### config.mk
export PLATFORM = sky130hd
export DESIGN_NAME = edge_wake_ctrl
export DESIGN_NICKNAME = d
export VERILOG_FILES = /design/src/rtl/mwu_pkg.sv /design/src/rtl/mwu_sync.sv /design/src/rtl/mwu_edge.sv /design/src/rtl/mwu_regs.sv /design/src/rtl/mwu_route.sv /design/src/rtl/edge_wake_ctrl.sv
export SDC_FILE = /design/constraint.sdc
export NUM_CORES = 1
export LEC_CHECK = 0
export ABC_CLOCK_PERIOD_IN_PS = 1500
export BUFFER_PORTS_ARGS = -buffer_cell sky130_fd_sc_hd__buf_2
export CORE_MARGIN = 8
export CORE_UTILIZATION = 52
export DETAILED_ROUTE_END_ITERATION = 16
export PLACE_DENSITY = 0.71
export SLEW_MARGIN = 20
export SYNTH_ARGS = -nofsm -noshare
export SYNTH_HDL_FRONTEND = slang
export SYNTH_SLANG_ARGS = --single-unit
### constraint.sdc
create_clock -name clk -period 1.5 [get_ports clk]
set_input_delay 0.075 -clock clk [delete_from_list [all_inputs] [get_ports clk]]
set_output_delay 0.075 -clock clk [all_outputs]
set_load 0.01 [all_outputs]
### src/rtl/mwu_pkg.sv
package mwu_pkg;
  typedef enum logic [1:0] {
    REG_ENABLE   = 2'd0,
    REG_POLARITY = 2'd1,
    REG_PENDING  = 2'd2,
    REG_ROUTE    = 2'd3
  } reg_sel_e;
endpackage

### src/rtl/mwu_sync.sv
module mwu_sync #(
  parameter int WIDTH = 16
) (
  input  logic             clk,
  input  logic             rst_n,
  input  logic [WIDTH-1:0] async_i,
  output logic [WIDTH-1:0] sync_o
);
  logic [WIDTH-1:0] stage1_q;
  logic [WIDTH-1:0] stage2_q;

  always_ff @(posedge clk or negedge rst_n) begin
    if (!rst_n) begin
      stage1_q <= '0;
      stage2_q <= '0;
    end else begin
      stage1_q <= async_i;
      stage2_q <= stage1_q;
    end
  end

  assign sync_o = stage2_q;
endmodule

### src/rtl/mwu_edge.sv
module mwu_edge #(
  parameter int NUM_CH = 16
) (
  input  logic              clk,
  input  logic              rst_n,
  input  logic [NUM_CH-1:0] level_i,
  input  logic [NUM_CH-1:0] pol_i,
  output logic [NUM_CH-1:0] evt_o
);
  localparam logic [1:0] FILL_DONE = 2'd3;

  logic [NUM_CH-1:0] prev_q;
  logic [1:0]        fill_q;
  logic [1:0]        fill_d;
  logic              ready;

  // Edges count only once the synchronizer and history hold real samples
  assign ready = (fill_q == FILL_DONE);

  always_comb begin
    fill_d = fill_q;
    if (!ready) fill_d = fill_q + 2'd1;
  end

  always_ff @(posedge clk or negedge rst_n) begin
    if (!rst_n) begin
      fill_q <= '0;
      prev_q <= '0;
    end else begin
      fill_q <= fill_d;
      prev_q <= level_i;
    end
  end

  for (genvar c = 0; c < NUM_CH; c++) begin : g_ch
    logic rise;
    logic fall;
    assign rise     = level_i[c] & ~prev_q[c];
    assign fall     = ~level_i[c] & prev_q[c];
    assign evt_o[c] = ready & (pol_i[c] ? fall : rise);
  end

  AST_EVT_SINGLE_CYCLE: assert property (@(posedge clk) disable iff (!rst_n)
    1'b1 |=> ((evt_o & $past(evt_o) & ~(pol_i ^ $past(pol_i))) == '0));
endmodule

### src/rtl/mwu_regs.sv
module mwu_regs
  import mwu_pkg::*;
#(
  parameter int NUM_CH  = 16,
  parameter int ROUTE_W = 32,
  parameter int DATA_W  = 32
) (
  input  logic               clk,
  input  logic               rst_n,
  input  logic               wr_i,
  input  logic [1:0]         addr_i,
  input  logic [DATA_W-1:0]  wdata_i,
  input  logic [NUM_CH-1:0]  evt_i,
  output logic [NUM_CH-1:0]  en_o,
  output logic [NUM_CH-1:0]  pol_o,
  output logic [NUM_CH-1:0]  pend_o,
  output logic [ROUTE_W-1:0] route_o,
  output logic [DATA_W-1:0]  rdata_o,
  output logic               wake_o
);
  logic [NUM_CH-1:0]  en_q, en_d;
  logic [NUM_CH-1:0]  pol_q, pol_d;
  logic [NUM_CH-1:0]  pend_q, pend_d;
  logic [ROUTE_W-1:0] route_q, route_d;
  logic [NUM_CH-1:0]  clr_mask;
  logic               en_we, pol_we, route_we, pend_we;

  assign en_we    = wr_i && (addr_i == REG_ENABLE);
  assign pol_we   = wr_i && (addr_i == REG_POLARITY);
  assign pend_we  = wr_i && (addr_i == REG_PENDING);
  assign route_we = wr_i && (addr_i == REG_ROUTE);

  always_comb begin
    en_d     = en_q;
    pol_d    = pol_q;
    route_d  = route_q;
    clr_mask = '0;
    if (en_we)    en_d     = wdata_i[NUM_CH-1:0];
    if (pol_we)   pol_d    = wdata_i[NUM_CH-1:0];
    if (route_we) route_d  = wdata_i[ROUTE_W-1:0];
    if (pend_we)  clr_mask = wdata_i[NUM_CH-1:0];
    // a new edge outranks a clear landing in the same cycle
    pend_d = (pend_q & ~clr_mask) | evt_i;
  end

  always_ff @(posedge clk or negedge rst_n) begin
    if (!rst_n) begin
      en_q    <= '0;
      pol_q   <= '0;
      route_q <= '0;
      pend_q  <= '0;
    end else begin
      if (en_we)    en_q    <= en_d;
      if (pol_we)   pol_q   <= pol_d;
      if (route_we) route_q <= route_d;
      pend_q <= pend_d;
    end
  end

  always_comb begin
    rdata_o = '0;
    unique case (addr_i)
      REG_ENABLE:   rdata_o[NUM_CH-1:0]  = en_q;
      REG_POLARITY: rdata_o[NUM_CH-1:0]  = pol_q;
      REG_PENDING:  rdata_o[NUM_CH-1:0]  = pend_q;
      default:      rdata_o[ROUTE_W-1:0] = route_q;
    endcase
  end

  assign en_o    = en_q;
  assign pol_o   = pol_q;
  assign pend_o  = pend_q;
  assign route_o = route_q;
  assign wake_o  = |(en_q & pend_q);

  AST_PEND_STICKY: assert property (@(posedge clk) disable iff (!rst_n)
    1'b1 |=> ((($past(pend_q) & ~$past(clr_mask)) & ~pend_q) == '0));
  AST_PEND_NEEDS_EDGE: assert property (@(posedge clk) disable iff (!rst_n)
    1'b1 |=> ((pend_q & ~$past(pend_q) & ~$past(evt_i)) == '0));
endmodule

### src/rtl/mwu_route.sv
module mwu_route #(
  parameter int NUM_CH  = 16,
  parameter int NUM_IRQ = 4,
  parameter int SEL_W   = 2,
  parameter int ROUTE_W = 32
) (
  input  logic               clk,
  input  logic               rst_n,
  input  logic [NUM_CH-1:0]  en_i,
  input  logic [NUM_CH-1:0]  pend_i,
  input  logic [ROUTE_W-1:0] route_i,
  output logic [NUM_IRQ-1:0] irq_o
);
  logic [NUM_CH-1:0] active;
  assign active = en_i & pend_i;

  for (genvar k = 0; k < NUM_IRQ; k++) begin : g_line
    logic [NUM_CH-1:0] member;
    for (genvar c = 0; c < NUM_CH; c++) begin : g_ch
      assign member[c] = (route_i[c*SEL_W +: SEL_W] == SEL_W'(k));
    end
    assign irq_o[k] = |(active & member);
  end

  AST_IRQ_FROM_ENABLED: assert property (@(posedge clk) disable iff (!rst_n)
    (irq_o != '0) |-> ((en_i & pend_i) != '0));
endmodule

### src/rtl/edge_wake_ctrl.sv
module edge_wake_ctrl #(
  parameter int NUM_CH  = 16,
  parameter int NUM_IRQ = 4,
  parameter int DATA_W  = 32
) (
  input  logic               clk,
  input  logic               rst_n,
  input  logic [NUM_CH-1:0]  ev_in,
  input  logic               reg_wr,
  input  logic [1:0]         reg_addr,
  input  logic [DATA_W-1:0]  reg_wdata,
  output logic [DATA_W-1:0]  reg_rdata,
  output logic [NUM_IRQ-1:0] irq_out,
  output logic               wake_req
);
  localparam int SEL_W   = $clog2(NUM_IRQ);
  localparam int ROUTE_W = NUM_CH * SEL_W;

  logic [NUM_CH-1:0]  lvl;
  logic [NUM_CH-1:0]  evt;
  logic [NUM_CH-1:0]  en;
  logic [NUM_CH-1:0]  pol;
  logic [NUM_CH-1:0]  pend;
  logic [ROUTE_W-1:0] route;

  mwu_sync #(.WIDTH(NUM_CH)) i_sync (
    .clk(clk), .rst_n(rst_n), .async_i(ev_in), .sync_o(lvl)
  );

  mwu_edge #(.NUM_CH(NUM_CH)) i_edge (
    .clk(clk), .rst_n(rst_n), .level_i(lvl), .pol_i(pol), .evt_o(evt)
  );

  mwu_regs #(.NUM_CH(NUM_CH), .ROUTE_W(ROUTE_W), .DATA_W(DATA_W)) i_regs (
    .clk(clk), .rst_n(rst_n), .wr_i(reg_wr), .addr_i(reg_addr),
    .wdata_i(reg_wdata), .evt_i(evt), .en_o(en), .pol_o(pol),
    .pend_o(pend), .route_o(route), .rdata_o(reg_rdata), .wake_o(wake_req)
  );

  mwu_route #(.NUM_CH(NUM_CH), .NUM_IRQ(NUM_IRQ), .SEL_W(SEL_W), .ROUTE_W(ROUTE_W)) i_route (
    .clk(clk), .rst_n(rst_n), .en_i(en), .pend_i(pend), .route_i(route),
    .irq_o(irq_out)
  );

  AST_WAKE_TRACKS_IRQ: assert property (@(posedge clk) disable iff (!rst_n)
    wake_req == (|irq_out));
endmodule

=== After elaboration in Yosys (flattened, before gate mapping) ===
Cells that the tools add are included.

* $add $sub $neg: 1
* Eq/ne operators: 52
* Muxes and demuxes: 19
* Bitwise logic cells: 88
* Reduce and logical (&&, ||, !) cells: 27

{| class="wikitable"
|+ Operators by type and width
! kind !! count
|-
| $and 16x16->16 || 6
|-
| $reduce_or 16->1 || 5
|-
| $eq 2x2->1 const B || 35
|-
| $and 1x1->1 || 48
|-
| $pmux 16 s3 || 1
|-
| $eq 2x1->1 const B || 17
|-
| $logic_not 2->1 || 17
|-
| $mux 16 || 2
|-
| $not 1->1 || 32
|-
| $mux 1 || 16
|-
| $not 16->16 || 1
|-
| $or 16x16->16 || 1
|-
| $logic_and 1x1->1 || 4
|-
| $reduce_or 3->1 || 1
|-
| $add 2x1->2 const B || 1
|}

* Register bits after elaboration: 130
* Input bits: 53
* Output and inout port bits: 37

=== Depth between registers and ports, before layout ===
Gate-level depths: netlist of run 1.

* Word-level depth: 6
* Gate-level depth with buffers: 6
* Gate-level depth less buffers: 3

=== By module ===
A second synthesis of run 1 with hierarchy kept.

* Cell total of the unflattened synthesis: 447
* Area, all modules: 5883.1 sq um

{| class="wikitable"
|+ By module, submodules not included
! module !! instances !! cells each !! area each (sq um)
|-
| mwu_regs || 1 || 236 || 3583.4
|-
| mwu_edge || 1 || 72 || 899.6
|-
| mwu_sync || 1 || 32 || 800.8
|-
| mwu_route || 1 || 107 || 599.3
|}

=== Worst setup path after synthesis of run 1 ===
OpenSTA, ideal clock, no wires.

* Kind: register to register
* Start point: register i_edge.fill_q[0]
* End point: register i_regs.pend_q[6], in the netlist i_regs.pend_o[6]
* Setup time: 0.121 ns
* Arrival: 1.123 ns
* Required time: 1.379 ns
* Setup slack: 0.256 ns
* Cell stages (with the launch flop): 5
* Clock period less this slack: 1.244 ns
* Path through: dfrtp_1 ha_1 buf_2 buf_1 a22o_1

* Longest elaborated chain between the ends: 3

{| class="wikitable"
|+ Ends and longest elaborated chain
! what !! line !! text
|-
| from (decl) || mwu_edge.sv:13 || <nowiki>logic [1:0] fill_q;</nowiki>
|-
| from (signal assigned) || mwu_edge.sv:30 || <nowiki>fill_q <= fill_d;</nowiki>
|-
| $eq 2x2->1 || mwu_edge.sv:18 || <nowiki>assign ready = (fill_q == FILL_DONE);</nowiki>
|-
| $and 1x1->1 || mwu_edge.sv:40 || <nowiki>assign evt_o[c] = ready & (pol_i[c] ? fall : rise);</nowiki>
|-
| $or 16x16->16 || mwu_regs.sv:43 || <nowiki>pend_d = (pend_q & ~clr_mask) | evt_i;</nowiki>
|-
| net i_regs.pend_d[6] || mwu_regs.sv:23 || <nowiki>logic [NUM_CH-1:0] pend_q, pend_d;</nowiki>
|-
| to (signal assigned) || mwu_regs.sv:56 || <nowiki>pend_q <= pend_d;</nowiki>
|-
| to (decl) || mwu_regs.sv:23 ||
|}

The timed path passes the listed nets, and every way through them passes these cells.
A chain may end at the register's enable or synchronous reset.

=== Worst setup path after layout of run 1 ===
* Start point: register i_regs.route_q[26], in the netlist i_regs.route_o[26]
* End point: output port irq_out[1]

* Longest elaborated chain between the ends: 3

{| class="wikitable"
|+ Ends and longest elaborated chain
! what !! line !! text
|-
| from (decl) || mwu_regs.sv:24 || <nowiki>logic [ROUTE_W-1:0] route_q, route_d;</nowiki>
|-
| from (signal assigned) || mwu_regs.sv:55 || <nowiki>if (route_we) route_q <= route_d;</nowiki>
|-
| $eq 2x1->1 || mwu_route.sv:20 || <nowiki>assign member[c] = (route_i[c*SEL_W +: SEL_W] == SEL_W'(k));</nowiki>
|-
| $and 16x16->16 || mwu_route.sv:22 || <nowiki>assign irq_o[k] = |(active & member);</nowiki>
|-
| $reduce_or 16->1 || mwu_route.sv:22 ||
|-
| to (decl) || edge_wake_ctrl.sv:13 || <nowiki>output logic [NUM_IRQ-1:0] irq_out,</nowiki>
|}

Every way passes these cells.

==> results of run 1 <==
-- power groups by stage --
| stage | clock network (mW) | registers (mW) | logic, mW |
|---|---|---|---|
| after floorplan | 0 | 4.46 | 1.18 |
| final | 3.83 | 4.70 | 2.87 |
| after global placement | 0 | 4.63 | 1.91 |
| after CTS | 3.87 | 4.63 | 2.70 |
| after global routing | 4.02 | 4.76 | 3.05 |
| after detailed placement | 0 | 4.68 | 1.94 |
-- kinds of logic (layout without fill, tap and decap cells) --
logic type,Yosys count,count (layout),synth area share [%]
AND/OR/NAND/NOR,154,154,18.2
flip-flops,130,130,55.8
multiplexers,81,81,18.7
AO/OA/AOI/OAI,40,40,5.17
buffers and inverters,17,248,1.72
adder cells (fa/ha/maj),1,1,0.215
XOR/XNOR,1,1,0.150
-- layer usage --
layer	vias to the layer above	track usage, %	share of wire [%]
met4	0	9.71	1.9
met1	2481	30.3	43
met5	-	0	0
li1	2124	-	-
met2	201	39.6	48
met3	37	6.89	7.1
-- worst paths after layout --
kind / cells past startpoint / startpoint / end / slack [ns]
setup / recovery: 4 / i_regs.route_o[26] / irq_out[1] / -0.55
hold / removal: 2 / rst_n / i_sync.sync_o[11] / 0.02
min in group clk: 2 / ev_in[4] / i_sync.stage1_q[4] / 0.17
hold reg to reg: 0 / i_sync.stage1_q[3] / i_sync.sync_o[3] / 0.34
setup reg to reg: 3 / i_edge.fill_q[0] / i_regs.pend_o[2] / 0.31
max in group asynchronous: 3 / rst_n / i_regs.route_o[31] / 0.91
-- Yosys cell counts, drive strengths merged --
cell    instances  area share [%]
nand4          30             3.2
xnor2           1            0.15
o22ai          15             1.6
mux2           65              13
and4            1            0.15
nor4bb         16             2.7
ha              1            0.21
dfrtp         130              56
a22o           17             2.6
nor4            4            0.43
o21ai           1           0.086
and3           16             1.7
nand4b         32             4.8
buf            14             1.5
nand3           1           0.086
or4             3            0.39
nand2b         16             1.7
nor3b           1            0.32
and3b           1            0.15
nand3b          2            0.47
mux4           16             6.2
clkbuf          3            0.19
nand2          31             2.0
a22oi           6            0.77
a221oi          1            0.15
-- timing repair --
| action | CTS | global route |
|---|---|---|
| hold endpoints to repair | 226 | 0 |
| resized for setup | 79 | 42 |
| setup endpoints to repair | 21 | 25 |
| hold buffers | 49 | 0 |
| buffers inserted | 40 | 10 |
| pin swaps | 13 | 8 |
-- registers in the layout, indices dropped and copies added, names as in the netlist --
register and cells:
i_edge.fill_q 2, i_regs.route_o 32, i_regs.pend_o 16, i_edge.prev_q 16, i_sync.sync_o 16, i_sync.stage1_q 16
i_regs.en_o 16, i_regs.pol_o 16
-- per-stage QoR --
step	utilization (%)	area (µm²)
3_3_place_gp	61.2	6670
3_5_place_dp	61.2	6670
2_1_floorplan	-	5830
5_1_grt	77.7	8460
4_1_cts	76.2	8290
6_report	77.7	8460
-- final cells by class --
type,count,area [µm²]
Multi-Input combinational cell,277,2550
Clock inverter,8,78.8
Tap cell,140,175
Sequential cell,130,3300
Timing Repair Buffer,216,1880
Fill cell,670,2430
Clock buffer,24,470
==> qor.csv, run 1 <==
stage,metric,value,unit
timing,slew_headroom,71.2,%
pwr,power.total,11.4,mW
floorplanning,io_pins,90,
drt,drt_iter0_markers,330,
final_layout,diodes,0,
drt,dr.pass1.iters,5,
pwr,seqPwrFrac,41.2,%
timing,skew,0.00492,ns
yosys,yosys.cell_types.count,29,
grt,grt_pass1_wl,27.3,mm
timing,worst-slew-pin-transition,0.427,ns
critical_path,cp-end-kind,output pin,
yosys,synthesis.area,5830,µm²
grt,grt_pass1_vias,5029,
place,routabilityCongestion,0.919,
critical_path,crit_path_max_fanout,6,
job,cap_violations,0,
pwr,p_sw,3.26,mW
yosys,ys_ff_latch,130,
timing,fin_crit_sh,137,%
drt,routedWlPerCell,22.0,µm
drt,post-route-drc-count,0,
critical_path,startpoint_type,flip-flop,
floorplanning,die_w,122,µm
critical_path,path_buf_inv,1,
drt,routed_wl,17.5,mm
place,place_ws,-0.0528,ns
yosys,yosys_warnings,0,
final_layout,final_common_cell,dfrtp_1,
timing,fin_ws,-0.551,ns
place,port_buffers,89,
clock_tree,clkTransAtPathRegs,0.06,ns
timing,rsz0062_at_grt,true,
clock_tree,cts_buffers,17,
pwr,p_leak,3.69,nW
drt,antenna_left,0,
grt,antenna_found_initial,0,
grt,grt_start_max_net_pins,43,
timing,slew_viol_final,0,
timing,fmax,488,MHz
status,outcome,"finished, violations left",
clock_tree,clk_latency,0.54,ns
critical_path,worstSetupPathType,flip-flop to output pin,
drt,vias_per_cell,6.09,
drt,vias,4843,
critical_path,slowest_stage,or4_4,
clock_tree,cts.sinks,130,
timing,fin_hold_ws,0.0179,ns
grt,grt_usage,24.4,%
final_layout,area_growth,45.2,%
timing,tns,-7.56,ns
pwr,clockPowerShare,33.6,%
clock_tree,cts_tree,done,
floorplanning,core_area,10900,µm²
clock_tree,clockRootBuffer,clkbuf_8,
status,violations,setup timing,
place,dp_hpwl,11.1,mm
pwr,power.internal,8.14,mW
yosys,ys_seq_area_share,55.8,%
yosys,syn_inst,424,
final_layout,layoutNonFillerInstCount,795,
floorplanning,num_rows,38,
clock_tree,clock_path_buffers,2,
critical_path,crit_family,simple AND/OR/NAND/NOR gates,
final_layout,final_nets,696,
grt,grt_overflow,0,
clock_tree,htreeDepth,4,
critical_path,cp.arrival,1.98,ns
yosys,avgSynthCellArea,13.7,µm²
pwr,powerDensity,1350,nW/µm²
floorplanning,dieArea,14900,µm²
final_layout,drive_gt1_share,50.5,%
yosys,syn_nets,478,
timing,final-setup-viol-count,22,
critical_path,crit_required,1.42,ns
pwr,peakVddDrop,0.00116,V
hold_path,hold_class,input port to async pin,
timing,fin_crit,2.05,ns
floorplanning,die_h,122,µm
final_layout,final_cell_mix,"dfrtp_1 (90), mux2_2 (65), buf_2 (65), buf_6 (64), dlygate4sd3_1 (49)",
floorplanning,initial_utilization,53.5,%
critical_path,path_cells,nand4b_1 -> nand4_1 -> or4_4 -> buf_6,
timing,hold_viol_final,0,
pwr,switching_share,28.6,%
critical_path,slowest_delay,0.57,ns
place,dp.cells,669,
pwr,power_frac_comb,25.2,%
Note: power is estimated with default switching activity, not from simulation.
==> inputs of run 2 (changes only) <==
Settings changed: ABC_AREA from default to 1.
==> qor.csv, run 2 <==
stage,metric,value,unit,change
pwr,power.internal,7.19,mW,-12%
clock_tree,clk_latency,0.42,ns,-0.12 ns
yosys,async_reset_ff_share,100,%,unchanged
floorplanning,dieArea,15000,µm²,+1.2%
yosys,synth_edf_count,0,,unchanged
pwr,switching_share,31.5,%,+2.9 points
drt,antenna_left,0,,unchanged
timing,fin_crit_sh,110,%,-26 points
place,dp_hpwl,11.7,mm,+4.8%
timing,hold_viol_final,0,,unchanged
final_layout,diodes,0,,unchanged
yosys,yosys.cell_types.count,24,,-17%
yosys,synthTopCellsByCount,"nand2_1 (176), nor2_1 (133), dfrtp_1 (130), inv_1 (96), o21ai_0 (89)",,
drt,dr.pass1.iters,5,,unchanged
place,placed_area,6600,µm²,-0.96%
timing,final-setup-viol-count,8,,-64%
grt,antenna_found_initial,0,,unchanged
final_layout,final_common_cell,nand2_1,,
grt,grt_usage,23.5,%,-0.88 points
timing,fmax,603,MHz,+24%
yosys,muxShareOfSynthArea,0,%,-19 points
pwr,seqPwrFrac,40.9,%,-0.3 points
critical_path,startpoint_type,flip-flop,,
yosys,synth_top_area_share,55.0,%,-0.77 points
clock_tree,cts_buffers,17,,unchanged
clock_tree,cts_tree,done,,
clock_tree,clock_path_buffers,2,,unchanged
floorplanning,die_w,123,µm,+0.60%
pwr,powerDensity,1310,nW/µm²,-3.1%
final_layout,final_nets,974,,+40%
status,outcome,"finished, violations left",,
timing,worst-slew-pin-transition,0.565,ns,+0.138 ns
timing,fin_hold_ws,0.0320,ns,+0.0141 ns
clock_tree,cts.sinks,130,,unchanged
final_layout,final_area,8030,µm²,-5.1%
timing,skew,0.00665,ns,+0.00173 ns
pwr,p_leak,4.05,nW,+9.9%
timing,slew_viol_final,0,,unchanged
critical_path,crit_path_max_fanout,5,,-1
hold_path,hold_class,input port to flip-flop,,
yosys,synthesis.area,5910,µm²,+1.4%
status,violations,setup timing,,
drt,vias,5543,,+14%
yosys,ys_ff_latch,130,,unchanged
yosys,syn_nets,800,,+67%
clock_tree,clockRootBuffer,clkbuf_16,,
pwr,power.total,10.5,mW,-8.0%
final_layout,final_core_util,71.3,%,-6.5 points
place,port_buffers,89,,unchanged
yosys,yosys_warnings,0,,unchanged
floorplanning,num_rows,39,,+2.6%
pwr,p_sw,3.31,mW,+1.3%
timing,rsz0062_at_grt,true,,
timing,fin_crit,1.66,ns,-0.394 ns
yosys,ys_seq_area_share,55.0,%,-0.77 points
grt,grt_pass1_vias,5360,,+6.6%
yosys,yosys.area_share.simple,21.8,%,+3.6 points
yosys,synth_compound_area_share,14.8,%,+9.6 points
critical_path,worstSetupPathType,flip-flop to output pin,,
pwr,clockPowerShare,37.8,%,+4.2 points
yosys,yosys_most_used_dff,dfrtp_1,,
yosys,synth_top_family_by_area,simple AND/OR/NAND/NOR gates,,
final_layout,final_cell_mix,"nand2_1 (151), dfrtp_1 (124), nor2_1 (122), buf_2 (87), inv_1 (79)",,
grt,grt_start_max_net_pins,65,,+51%
yosys,post_synth_xor_area_fraction,0.148,%,-0.0021 points
drt,vias_per_cell,5.15,,-15%
drt,routed_wl,17.2,mm,-1.7%
drt,post-route-drc-count,0,,unchanged
yosys,synth_area_leaders,"dfrtp_1 (55%), nand2_1 (11%), nor2_1 (8.4%)",,
floorplanning,initial_utilization,52.4,%,-1.1 points
place,routabilityCongestion,0.952,,+3.7%
final_layout,largest_reg_flops,32,,unchanged
floorplanning,core_area,11300,µm²,+3.5%
yosys,netlist.top_cell.by_area,dfrtp_1,,
final_layout,drive_gt1_share,25.2,%,-25 points
pwr,power_frac_comb,21.3,%,-3.9 points
timing,fin_ws,-0.157,ns,+0.394 ns
grt,grt_pass1_wl,27.0,mm,-0.91%
clock_tree,clkTransAtPathRegs,0.06,ns,about the same
critical_path,crit_required,1.42,ns,about the same
floorplanning,die_h,123,µm,+0.60%
grt,grt_overflow,0,,unchanged
drt,routedWlPerCell,16.0,µm,-27%
drt,drt_iter0_markers,461,,+40%
timing,slew_headroom,62.3,%,-8.8 points
yosys,avgSynthCellArea,7.92,µm²,-42%
critical_path,slowest_delay,0.46,ns,-0.11 ns
clock_tree,htreeDepth,4,,unchanged
yosys,synth.most_common_cell,nand2_1,,
yosys,synthAdderAreaFrac,0.212,%,-0.0030 points
critical_path,path_cells,nand2_2 -> nor2_2 -> nor2_1 -> nand2_1 -> nor2_2 -> nand2_1 -> buf_2,,
job,cap_violations,0,,unchanged
final_layout,area_growth,35.9,%,
critical_path,slowest_stage,dfrtp_2,,
pwr,peakVddDrop,0.00168,V,+45%
critical_path,cp-end-kind,output pin,,
yosys,syn_inst,746,,+76%
critical_path,cp.arrival,1.58,ns,-0.40 ns
floorplanning,io_pins,90,,unchanged
run 2: changes by cell type after synthesis, sizes merged, moves of 43 or more:
cell,previous run,this run
a21oi,0,43
inv,0,98
mux2,65,0
nand2,31,178
nor2,0,135
o21ai,1,108
run 2: final timing paths:
check	from	endpoint	slack (ns)	depth (start not counted)
worst max-delay path	i_regs.route_o[14]	irq_out[1]	-0.16	7
worst min-delay path	reg_wdata[1]	i_regs.en_o[1]	0.03	3
worst max register to register	i_edge.fill_q[0]	i_regs.pend_o[1]	0.33	4
worst min register to register	i_sync.stage1_q[7]	i_sync.sync_o[7]	0.35	0
max in group asynchronous	rst_n	i_regs.pend_o[14]	0.62	3
min in group asynchronous	rst_n	i_sync.sync_o[2]	0.19	2
run 2: kinds of logic after synthesis:
kind of cell	after synthesis
AOI/OAI and AO/OA	166
xor gates and xnor gates	1
adders and majority gates	1
buffers and inverters	119
DFF	130
and+or+nand+nor	329
run 2: repair_timing:
action,CTS,global route
resized for setup,36,66
hold buffers,46,0
endpoints found under the setup margin,6,17
pin swaps,11,25
buffers inserted,16,15
endpoints found under the hold margin,97,0
run 2: area by class of cell:
class | instances | area, µm²
sequential | 130 | 3260
multi-input combinational | 497 | 2340
clock inverter | 13 | 126
inverter | 98 | 368
timing repair buffer | 176 | 1320
tap | 143 | 179
clock buffer | 19 | 443
fill | 863 | 3240
run 2: worst max-delay path: cells and delay by family, from the launching register on:
kind                   cells  cell delay [ns]
AND/OR/NAND/NOR            6             0.56
buffers and inverters      1             0.14
flip-flops                 1             0.46
run 2: power by group through the flow:
stage,Sequential (mW),Clock (mW),Combinational (mW)
floorplan,4.20,0,1.12
global placement,4.27,0,1.75
detailed placement,4.29,0,1.79
CTS,4.26,4.03,2.03
global route,4.34,4.17,2.49
finish,4.29,3.97,2.23
run 2: routing by layer:
layer  GRT usage (%)  routed length (µm)  vias to the layer above
met3            5.75                1260                       26
met4            8.83                 293                        0
met2            35.6                7720                      226
li1                -                   -                     2707
met1            32.2                7890                     2584
met5               0                   0                        -
run 2: through the flow:
step	setup TNS, ns	setup slack (ns)	std cells
2_1_floorplan	0	0.403	746
3_3_place_gp	0	0.228	971
3_5_place_dp	0	0.208	971
4_1_cts	-0.602	-0.121	1065
5_1_grt	-1.37	-0.234	1076
6_report	-0.706	-0.157	1076
==> inputs of run 3 (changes only) <==
--- a/config.mk
+++ b/config.mk
@@ -8,9 +8,9 @@
 export ABC_AREA = 1
 export ABC_CLOCK_PERIOD_IN_PS = 1500
-export BUFFER_PORTS_ARGS = -buffer_cell sky130_fd_sc_hd__buf_2
 export CORE_MARGIN = 8
 export CORE_UTILIZATION = 52
 export DETAILED_ROUTE_END_ITERATION = 16
-export PLACE_DENSITY = 0.71
+export DONT_BUFFER_PORTS = 1
+export PLACE_DENSITY = 0.64
 export SLEW_MARGIN = 20
 export SYNTH_ARGS = -nofsm -noshare
==> constraint.sdc (replaced) <==
create_clock -name clk -period 1.5 [get_ports clk]
set_input_delay 0.15 -clock clk [delete_from_list [all_inputs] [get_ports clk]]
set_output_delay 0.15 -clock clk [all_outputs]
set_load 0.01 [all_outputs]
==> qor.csv, run 3 (same netlist as run 2, synthesis figures left out) <==
stage,metric,value,unit,change
drt,antenna_left,0,,unchanged
critical_path,r2r_slack,0.35,ns,+0.02 ns
grt,grt_start_max_net_pins,131,,+100%
place,dp.cells,894,,-7.9%
timing,skew,0.00860,ns,+0.00195 ns
place,placed_area,6190,µm²,-6.2%
critical_path,r2r_end,i_regs.pend_o[4],,
floorplanning,die_w,123,µm,unchanged
final_layout,final_area,7660,µm²,-4.6%
drt,routed_wl,16.1,mm,-6.1%
critical_path,cp-end-kind,output pin,,
timing,fin_ws,-0.108,ns,+0.0493 ns
floorplanning,io_pins,90,,unchanged
critical_path,crit_path_max_fanout,5,,unchanged
final_layout,final_core_util,68.0,%,-3.3 points
floorplanning,initial_utilization,52.4,%,unchanged
timing,fin_crit_sh,107,%,-3.3 points
final_layout,regArea,3260,µm²,unchanged
clock_tree,htreeDepth,4,,unchanged
critical_path,cp.arrival,1.46,ns,-0.12 ns
final_layout,multi_input_area,2360,µm²,+0.91%
clock_tree,cts_buffers,17,,unchanged
status,outcome,"finished, violations left",,
job,cap_violations,0,,unchanged
final_layout,diodes,0,,unchanged
status,violations,"hold timing, setup timing",,
clock_tree,cts_hold_buf,47,,+2.2%
drt,routedWlPerCell,16.1,µm,+0.78%
timing,worst-slew-pin-transition,0.610,ns,+0.0447 ns
place,port_buffers,0,,-100%
floorplanning,core_area,11300,µm²,unchanged
floorplanning,die_h,123,µm,unchanged
critical_path,reg2regPathDepth,4,,unchanged
critical_path,crit_required,1.35,ns,-0.07 ns
hold_path,hold_class,input port to async pin,,
place,dp_hpwl,10.9,mm,-6.5%
pwr,power.total,10.4,mW,-0.71%
timing,final-setup-viol-count,16,,+8
timing,tns,-0.982,ns,-0.276 ns
grt,antenna_found_initial,0,,unchanged
place,routabilityCongestion,0.894,,-6.1%
final_layout,drive_gt1_share,19.0,%,-6.2 points
floorplanning,dieArea,15000,µm²,unchanged
drt,drt_iter0_markers,557,,+21%
grt,grt_overflow,0,,unchanged
critical_path,crit_start,i_regs.pend_o[15],,
clock_tree,cts.sinks,130,,unchanged
pwr,peakVddDrop,0.000994,V,-41%
final_layout,layoutNonFillerInstCount,1003,,-6.8%
grt,grt_pass1_wl,25.2,mm,-6.7%
timing,fmax,622,MHz,+3.1%
timing,slew_viol_final,0,,unchanged
drt,dr.pass1.iters,5,,unchanged
critical_path,startpoint_type,flip-flop,,
timing,rsz0062_at_grt,true,,
drt,vias,5289,,-4.6%
pwr,powerDensity,1360,nW/µm²,+4.1%
final_layout,largest_reg_flops,32,,unchanged
timing,hold_viol_final,130,,+130
timing,fin_crit,1.61,ns,-0.0493 ns
timing,fin_hold_ws,-0.577,ns,-0.609 ns
drt,post-route-drc-count,0,,unchanged
final_layout,final_nets,901,,-7.5%
clock_tree,clockRootBuffer,clkbuf_16,,
clock_tree,clock_path_buffers,2,,unchanged
drt,vias_per_cell,5.27,,+2.4%
final_layout,area_growth,29.6,%,
critical_path,rr_startpoint,i_edge.fill_q[0],,
timing,slew_headroom,59.3,%,-3.1 points
clock_tree,cts_tree,done,,
clock_tree,clkTransAtPathRegs,0.06,ns,about the same
grt,grt_pass1_vias,4984,,-7.0%
pwr,p_leak,3.77,nW,-7.0%
grt,grt_usage,21.8,%,-1.7 points
floorplanning,num_rows,39,,unchanged
final_layout,nFillCells,924,,+7.1%
critical_path,worstSetupPathType,flip-flop to output pin,,
final_layout,final_common_cell,nand2_1,,
final_layout,final_cell_mix,"nand2_1 (149), nor2_1 (125), dfrtp_1 (124), inv_1 (83), o21ai_0 (69)",,
clock_tree,clk_latency,0.42,ns,about the same
## run 3: changes by cell type in the layout (fill, tap and decap cells not counted), moves of 3 or more
cell / previous run / this run
buf_2: 87 / 0
inv_1: 79 / 83
nand2_2: 22 / 25
buf_12: 5 / 1
buf_6: 10 / 0
o2111ai_1: 4 / 1
nor2_1: 122 / 125
buf_4: 28 / 55
inv_2: 19 / 15
o2111ai_2: 1 / 4
clkinvlp_4: 4 / 1
nor2_2: 11 / 7
## run 3: layout make-up
class | count | share of cell area [%]
inverter | 98 | 4.80
timing repair buffer | 103 | 11.8
tap | 143 | 2.34
multi-input combinational | 497 | 30.8
sequential | 130 | 42.6
clock inverter | 14 | 1.99
clock buffer | 18 | 5.73
## run 3: timing repair
action | 4_1_cts | 5_1_grt
pin swaps | 14 | 23
endpoints found under the hold margin | 202 | 130
buffers inserted | 13 | 17
gates resized for setup | 49 | 43
endpoints found under the setup margin | 17 | 21
## run 3: through the flow
step	setup slack, ns	hold WS, ns
finish	-0.108	-0.577
global route	-0.208	-0.593
CTS	-0.127	-0.590
detailed placement	0.0240	-0.139
global placement	0.124	-0.140
floorplan	0.390	-0.146
## run 3: routing by layer
metal	wire (µm)	global-route usage (%)
met1	7030	28.4
met2	7390	33.1
met3	1420	7.18
met4	291	8.91
met5	0	0
## run 3: critical path, cell delays in order (launching register included)
cell and delay (ns):
dfrtp_1 0.40, nand2_2 0.14, buf_4 0.13, nand4_1 0.10, nor2_2 0.17, nand2_2 0.11
## run 3: worst max-delay path by stage
| stage | to | slack [ns] |
|---|---|---|
| after global routing | irq_out[0] | -0.21 |
| after floorplan | reg_rdata[1] | 0.39 |
| final | wake_req | -0.11 |
| after CTS | irq_out[2] | -0.13 |
| after detailed placement | i_regs.pol_o[2] | 0.02 |
| after global placement | i_regs.pol_o[6] | 0.12 |
## run 3: power breakdown
part	leakage (nW)	internal, mW	total, mW	switching, mW
Clock	0.291	2.51	4.09	1.58
Sequential	1.49	3.90	4.28	0.386
Combinational	1.98	0.858	2.04	1.18
